## config.mk

```make
export PLATFORM = sky130hd
export DESIGN_NAME = port_rst_top
export DESIGN_NICKNAME = d
export VERILOG_FILES = /design/src/rtl/port_rst_pkg.sv /design/src/rtl/port_rst_sync.sv /design/src/rtl/port_rst_ctl.sv /design/src/rtl/port_rst_dp.sv /design/src/rtl/port_rst_top.sv
export SDC_FILE = /design/constraint.sdc
export NUM_CORES = 1
export LEC_CHECK = 0
export CAP_MARGIN = 20
export CORE_ASPECT_RATIO = 1.75
export CORE_MARGIN = 10
export CORE_UTILIZATION = 30
export CTS_CLUSTER_DIAMETER = 50
export DETAILED_ROUTE_END_ITERATION = 10
export DONT_BUFFER_PORTS = 1
export PLACE_DENSITY = 0.41
export SLEW_MARGIN = 20
export SYNTH_ARGS = -nofsm -noshare
export SYNTH_HDL_FRONTEND = slang
export SYNTH_SLANG_ARGS = --single-unit
```

## constraint.sdc

```tcl
create_clock -name clk -period 3.2 [get_ports clk]
set_input_delay 0.16 -clock clk [delete_from_list [all_inputs] [get_ports clk]]
set_output_delay 0.16 -clock clk [all_outputs]
set_load 0.05 [all_outputs]
```

## src/rtl/port_rst_pkg.sv

```systemverilog
package port_rst_pkg;
  typedef struct packed {
    logic holdReq;   // selected power source says "keep in reset"
    logic loadMin;   // a new assertion cause: restart minimum window
  } rst_strobe_t;
endpackage

```

## src/rtl/port_rst_sync.sv

```systemverilog
module port_rst_sync #(
  parameter int WIDTH = 1
) (
  input  logic             clk,
  input  logic             rst_n,
  input  logic [WIDTH-1:0] asyncIn,
  output logic [WIDTH-1:0] syncOut
);
  logic [WIDTH-1:0] stage1;

  always_ff @(posedge clk or negedge rst_n) begin
    if (!rst_n) begin
      stage1  <= '0;
      syncOut <= '0;
    end else begin
      stage1  <= asyncIn;
      syncOut <= stage1;
    end
  end
endmodule

```

## src/rtl/port_rst_ctl.sv

```systemverilog
module port_rst_ctl
  import port_rst_pkg::*;
(
  input  logic        modeSel,
  input  logic        slotPwrOn,
  input  logic        pgSync,
  input  logic        fundRst,
  input  logic        opRst,
  input  logic        rstOn,
  output rst_strobe_t strobe
);
  logic holdSrc;

  always_comb begin
    holdSrc        = modeSel ? !pgSync : !slotPwrOn;
    strobe.holdReq = holdSrc;
    // fresh cause: either event, or the source starting a new assertion
    strobe.loadMin = fundRst | opRst | (holdSrc & !rstOn);
  end
endmodule

```

## src/rtl/port_rst_dp.sv

```systemverilog
module port_rst_dp
  import port_rst_pkg::*;
#(
  parameter int MIN_PULSE = 50000,
  parameter int REL_DELAY = 250,
  localparam int CNT_MAX  = (MIN_PULSE > REL_DELAY) ? MIN_PULSE : REL_DELAY,
  localparam int CNT_W    = $clog2(CNT_MAX + 1)
) (
  input  logic        clk,
  input  logic        rst_n,
  input  rst_strobe_t strobe,
  output logic        rstOn
);
  logic [CNT_W-1:0] minCnt, minNext;
  logic [CNT_W-1:0] relCnt, relNext;
  logic             rstNext;

  always_comb begin
    if (strobe.loadMin)     minNext = CNT_W'(MIN_PULSE);
    else if (minCnt != '0)  minNext = minCnt - 1'b1;
    else                    minNext = '0;

    if (strobe.holdReq)     relNext = CNT_W'(REL_DELAY);
    else if (relCnt != '0)  relNext = relCnt - 1'b1;
    else                    relNext = '0;

    rstNext = strobe.holdReq | strobe.loadMin | (minNext != '0) | (relNext != '0);
  end

  always_ff @(posedge clk or negedge rst_n) begin
    if (!rst_n) begin
      minCnt <= CNT_W'(MIN_PULSE);
      relCnt <= '0;
      rstOn  <= 1'b1;
    end else begin
      minCnt <= minNext;
      relCnt <= relNext;
      rstOn  <= rstNext;
    end
  end
endmodule

```

## src/rtl/port_rst_top.sv

```systemverilog
module port_rst_top
  import port_rst_pkg::*;
#(
  parameter int NUM_PORTS = 4,
  parameter int MIN_PULSE = 50000,
  parameter int REL_DELAY = 250
) (
  input  logic                 clk,
  input  logic                 rst_n,
  input  logic                 modeSel,
  input  logic [NUM_PORTS-1:0] slotPwrOn,
  input  logic [NUM_PORTS-1:0] pwrGood,
  input  logic [NUM_PORTS-1:0] fundRst,
  input  logic [NUM_PORTS-1:0] opRst,
  output logic [NUM_PORTS-1:0] portRstN
);
  logic [NUM_PORTS-1:0] pgSync;
  logic [NUM_PORTS-1:0] rstOn;

  port_rst_sync #(.WIDTH(NUM_PORTS)) u_sync (
    .clk(clk), .rst_n(rst_n), .asyncIn(pwrGood), .syncOut(pgSync)
  );

  for (genvar p = 0; p < NUM_PORTS; p++) begin : g_port
    rst_strobe_t strobe;

    port_rst_ctl u_ctl (
      .modeSel(modeSel), .slotPwrOn(slotPwrOn[p]), .pgSync(pgSync[p]),
      .fundRst(fundRst[p]), .opRst(opRst[p]), .rstOn(rstOn[p]),
      .strobe(strobe)
    );

    port_rst_dp #(.MIN_PULSE(MIN_PULSE), .REL_DELAY(REL_DELAY)) u_dp (
      .clk(clk), .rst_n(rst_n), .strobe(strobe), .rstOn(rstOn[p])
    );
  end

  assign portRstN = ~rstOn;
endmodule

```

**Yosys cells after proc, flatten, opt, wreduce, memory -nomap -nowiden**

Index checks and enable logic that the tools add are counted.

- $add $sub $neg: 8
- Mux-type cells: 20
- Bitwise logic cells: 25
- Reductions and logical operators: 28

Operators with widths:

| operator | count |
|---|---|
| two-way mux 16 bit | 16 |
| nonzero test 16 bit | 16 |
| subtractor 16 x 1 -> 16 bit, second input constant | 8 |
| bitwise OR 1 bit | 20 |
| logical NOT 1 bit | 12 |
| bitwise AND 1 bit | 4 |
| two-way mux 1 bit | 4 |
| NOT 4 bit | 1 |

- Register bits: 140
- Input bits: 19
- Output and inout bits: 4
- Word-level logic and storage cells: 95

**Depth between registers and ports, before layout**

- Depth after elaboration: 8
- Mapped depth: 10
- Gate-level depth less buffers: 9

**Modules after synthesis**

Synthesis repeated with hierarchy kept, for this count alone.

- Cells, all modules: 836
- Area total of the unflattened synthesis: 8,277.9 um^2

Modules (own cells, without submodules):

| module | instances | cells an instance | area each (um^2) |
|---|---|---|---|
| port_rst_dp at g_port[0].u_dp ... | 2 | 199 | 1,985.7 |
| port_rst_dp at g_port[2].u_dp ... | 2 | 205 | 1,985.7 |
| port_rst_sync | 1 | 8 | 200.2 |
| port_rst_ctl | 4 | 4 | 30.0 |
| port_rst_top | 1 | 4 | 15.0 |

**Least setup slack after synthesis**

No wires, ideal clock.

- Path kind: register -> register
- Start: reg g_port[0].u_dp.minCnt[0]
- End: reg g_port[0].u_dp.rstOn
- Library setup time: 0.102 ns
- Arrival: 2.352 ns
- Setup slack: 0.746 ns
- Stages on the path, launching flop included: 10
- Path buffers: 0
- Clock period less this slack: 2.454 ns
- Path through: dfrtp_1 > inv_1 > ha_1 > nor3b_1 > nand2_1 > or3_1 > xor2_1 > o31ai_1 > a2111oi_0 > nand4_1

- Longest elaborated chain between the ends: 6
- Elaborated cells on any way between the ends: 7
- Those cells by class: 1 x add/sub; 2 x mux; 2 x bitwise; 2 x reduce/logical

RTL lines:

| what | RTL line | text |
|---|---|---|
| start, declared | port_rst_dp.sv:14 | `logic [CNT_W-1:0] minCnt, minNext;` |
| start signal, assigned | port_rst_dp.sv:32 | `minCnt <= CNT_W'(MIN_PULSE);` |
| start signal, assigned | port_rst_dp.sv:36 | `minCnt <= minNext;` |
| subtractor 16 x 1 -> 16 bit or nonzero test 16 bit (tied branches) | port_rst_dp.sv:20 | `else if (minCnt != '0) minNext = minCnt - 1'b1;` |
| two-way mux 16 bit * | port_rst_dp.sv:20 |  |
| two-way mux 16 bit * | port_rst_dp.sv:19 | `if (strobe.loadMin) minNext = CNT_W'(MIN_PULSE);` |
| nonzero test 16 bit * | port_rst_dp.sv:27 | `rstNext = strobe.holdReq \| strobe.loadMin \| (minNext != '0) \| (relNext != '0);` |
| bitwise OR 1 bit * (2 in series) | port_rst_dp.sv:27 |  |
| via g_port[0].u_dp.rstNext | port_rst_dp.sv:16 | `logic rstNext;` |
| end signal, assigned | port_rst_dp.sv:38 | `rstOn <= rstNext;` |
| end, declared | port_rst_dp.sv:12 | `output logic rstOn` |

The timed path passes the listed nets; every way through them passes the cells marked *.

**Final worst setup path**

Same ends and word-level chain as after synthesis.

==> results.toml <==
[outcome]
status = "complete, but fails checks"
violations = "hold timing"

[final_layout]
ff_latch_area_um2 = 3538
area_growth_pct = 13.39
antenna_cells = 0
drive_above_1_share_pct = 9.952
fillers = 2519
nets = 852
multi_input_area_um2 = 3712

[floorplan]
rows = 76
dieArea_um2 = 31840
die_w_um = 139.2
die_h_um = 228.7
start_util_pct = 30.42
coreArea_um2 = 24530
io_pins = 23

[clock_tree]
root_buffer = "clkbuf_16"
cts_tree = "done"
htreeDepth = 4
cts_num_sinks = 140
cts-buffers-inserted = 17
clkSlewWorstSetupHoldPaths_ps = 60
clk_latency_ps = 420
cts.path.max_buffers = 2
cts_hold_buf = 8

[drt]
vias_per_cell = 5.149
routed-via-count = 5901
drc = 0
drtAntennaViolNets = 0
routed_wl_um = 17940
wire_per_inst_um = 15.65
drt_pass1_iterations = 4
dr.first_iter.drc_count = 240

[global_route]
met1_usage_pct = 12.11
busiest_layer = "met2"
grt_pass1_vias = 6205
grtUsageMet3_pct = 2.621
grt_max_degree = 141
grt_overflow = 0
grt_usage_pct = 11.59
grt_pass1_wl_um = 30640
antenna_found_initial = 0
grt.met2_usage_pct = 21.71

[sta]
fin_crit_sh_pct = 88.38
tns_ps = 0
clock.fmax_mhz = 353.6
clock_skew_ps = 8.586
finalSetupViolCount = 0
rsz0062_at_grt = "false"
period_minus_slack_ps = 2828
drv_slew = 0
final-hold-violation-count = 140
final.setup.worst_slack_ps = 371.8
worst_pin_slew_ps = 839.9
hold_ws_ps = -551.0
slew_headroom_pct = 43.49

[critical_path]
crit_path_start = "g_port[0].u_dp.minCnt[0]"
critical_path_cell_count = 9
path_buf_inv = 1
cp_max_fo = 7
critPathRequiredTime_ps = 3520
r2r_start = "g_port[0].u_dp.minCnt[0]"
cp_slowest_stage_delay_ps = 540
cp-start-kind = "flip-flop"
end_kind = "flip-flop"
crit_arrival_ps = 3150
reg2reg_slack_ps = 370
rr_worst_depth = 9
path_delay_family = "simple AND/OR/NAND/NOR gates"
reg2reg_to = "g_port[0].u_dp.rstOn"
critPathKind = "flip-flop to flip-flop"
crit_end = "g_port[0].u_dp.rstOn"
path_cells = "inv_1 -> ha_1 -> nor3b_1 -> nand2_1 -> or3_1 -> xor2_1 -> o31ai_1 -> a2111oi_0 -> nand4_1"
worst_path_max_delay_cell = "nor3b_1"

[logic_synthesis]
yosysWarnings = 0
ys_async_sr_fraction_pct = 100.0
ys_seq_area_share_pct = 47.41
synth_edf_count = 0
ys_ff_latch = 140
synth_area_per_cell_um2 = 9.329
synth_top_area_cell = "dfrtp_1"
syn_area_um2 = 7463
synth_commonest_cells = "nor2_1, dfrtp_1, xnor2_1, nand2_1, o21ai_0"
post-synth-top-count-cell = "nor2_1"
syn_inst = 800
synth-main-ff-cell = "dfrtp_1"
synth_fp_nets = 831
synth_cell_type_count = 64
synth_area_leaders = "dfrtp_1, dfstp_2, xnor2_1, nor2_1, xor2_1"
synth_top_area_share_pct = 37.55

[power]
ir_drop_mv = 0.3677
power.density_nw_per_um2 = 483.6
p_leak_nw = 3.155

[placement]
hpwl_um = 12990
io_buffers = 0
globalplace.congestion = 0.8449
dp_slack_ps = 397.9

[flow_run]
drv_cap = 0

[worst_hold_path]
min-delay-path-class = "input port to async pin"
-- kinds of logic (layout without fill, tap and decap cells) --
logic type / count (synthesis) / after routing / share of synthesized area [%]
simple gates: 382 / 382 / 25.87
flops: 140 / 140 / 47.41
compound gates: 113 / 113 / 9.673
xor+xnor: 93 / 93 / 10.91
buf+inv: 51 / 85 / 2.850
fa+ha+maj: 12 / 12 / 2.012
mux: 9 / 9 / 1.274
-- layout by cell type, fill, tap and decap left out, types with 3 or more instances in the layout --
| cell type | netlist | layout |
|---|---|---|
| nor2b_1 | 4 | 4 |
| nor3b_1 | 8 | 8 |
| nand2b_1 | 11 | 11 |
| ha_1 | 12 | 12 |
| a31oi_1 | 5 | 5 |
| mux2i_1 | 5 | 5 |
| a21oi_1 | 19 | 19 |
| clkinv_2 | 0 | 4 |
| nor2_1 | 143 | 143 |
| o21ai_0 | 46 | 46 |
| mux2_2 | 3 | 3 |
| clkbuf_1 | 17 | 10 |
| or4_1 | 12 | 12 |
| nand3b_1 | 5 | 5 |
| o31ai_1 | 6 | 6 |
| clkbuf_16 | 0 | 17 |
| nand4_1 | 12 | 12 |
| o211ai_1 | 7 | 7 |
| nor4_1 | 42 | 42 |
| nand3_1 | 13 | 13 |
| inv_1 | 29 | 29 |
| o41ai_1 | 4 | 4 |
| a211oi_1 | 7 | 7 |
| xnor2_1 | 62 | 62 |
| buf_4 | 1 | 16 |
| a41oi_1 | 3 | 3 |
| dfstp_2 | 28 | 28 |
| dlygate4sd3_1 | 0 | 8 |
| nor3_1 | 42 | 42 |
| or3_1 | 15 | 15 |
| nand2_1 | 52 | 52 |
| dfrtp_1 | 112 | 112 |
| xor2_1 | 31 | 31 |
-- how the worst min path moves through the flow --
stage                                end  start  slack (ps)  depth (start not counted)
3_5_place_dp   g_port[0].u_dp.minCnt[12]  rst_n        -120                          0
5_1_grt         g_port[2].u_dp.minCnt[0]  rst_n        -590                          0
4_1_cts        g_port[2].u_dp.relCnt[12]  rst_n        -590                          0
3_3_place_gp   g_port[0].u_dp.minCnt[12]  rst_n        -120                          0
2_1_floorplan   g_port[0].u_dp.minCnt[0]  rst_n        -140                          0
6_report       g_port[0].u_dp.minCnt[12]  rst_n        -550                          0
-- registers in the layout, summed over array words and instances (netlist names) --
signal / cells
g_port.u_dp.rstOn: 4
u_sync.syncOut: 4
g_port.u_dp.minCnt: 64
g_port.u_dp.relCnt: 64
u_sync.stage1: 4
-- metrics by stage --
step	util, %	area [µm²]	cells	total power [mW]
after global placement	32.08	7870	1106	2.316
after CTS	34.50	8463	1146	4.168
after global routing	34.50	8463	1146	4.307
after floorplan	-	7463	800	2.222
final	34.50	8463	1146	4.093
after detailed placement	32.08	7870	1106	2.321
-- power breakdown --
part / internal [mW] / switching, mW / total [mW]
clock: 1.06 / 0.734 / 1.80
sequential: 1.84 / 0.0875 / 1.93
combinational: 0.157 / 0.211 / 0.368
-- layout make-up --
class | instances | share of cell area, %
Timing Repair Buffer | 24 | 2.365
Sequential cell | 140 | 41.81
Clock buffer | 27 | 5.470
Multi-Input combinational cell | 609 | 43.86
Clock inverter | 5 | 0.5914
Inverter | 29 | 1.286
Tap cell | 312 | 4.613
-- routing by layer --
metal	vias up	part of all wire (%)
met5	-	0
met4	0	1.8
met3	23	2.8
met2	90	55
met1	2912	40
li1	2876	-
-- repair_timing --
action                     in CTS  in global routing
gates resized for setup         0                  0
hold endpoints to repair      146                140
setup endpoints to repair       0                  0
buffers inserted                0                  0
(Power assumes the default switching activity.)
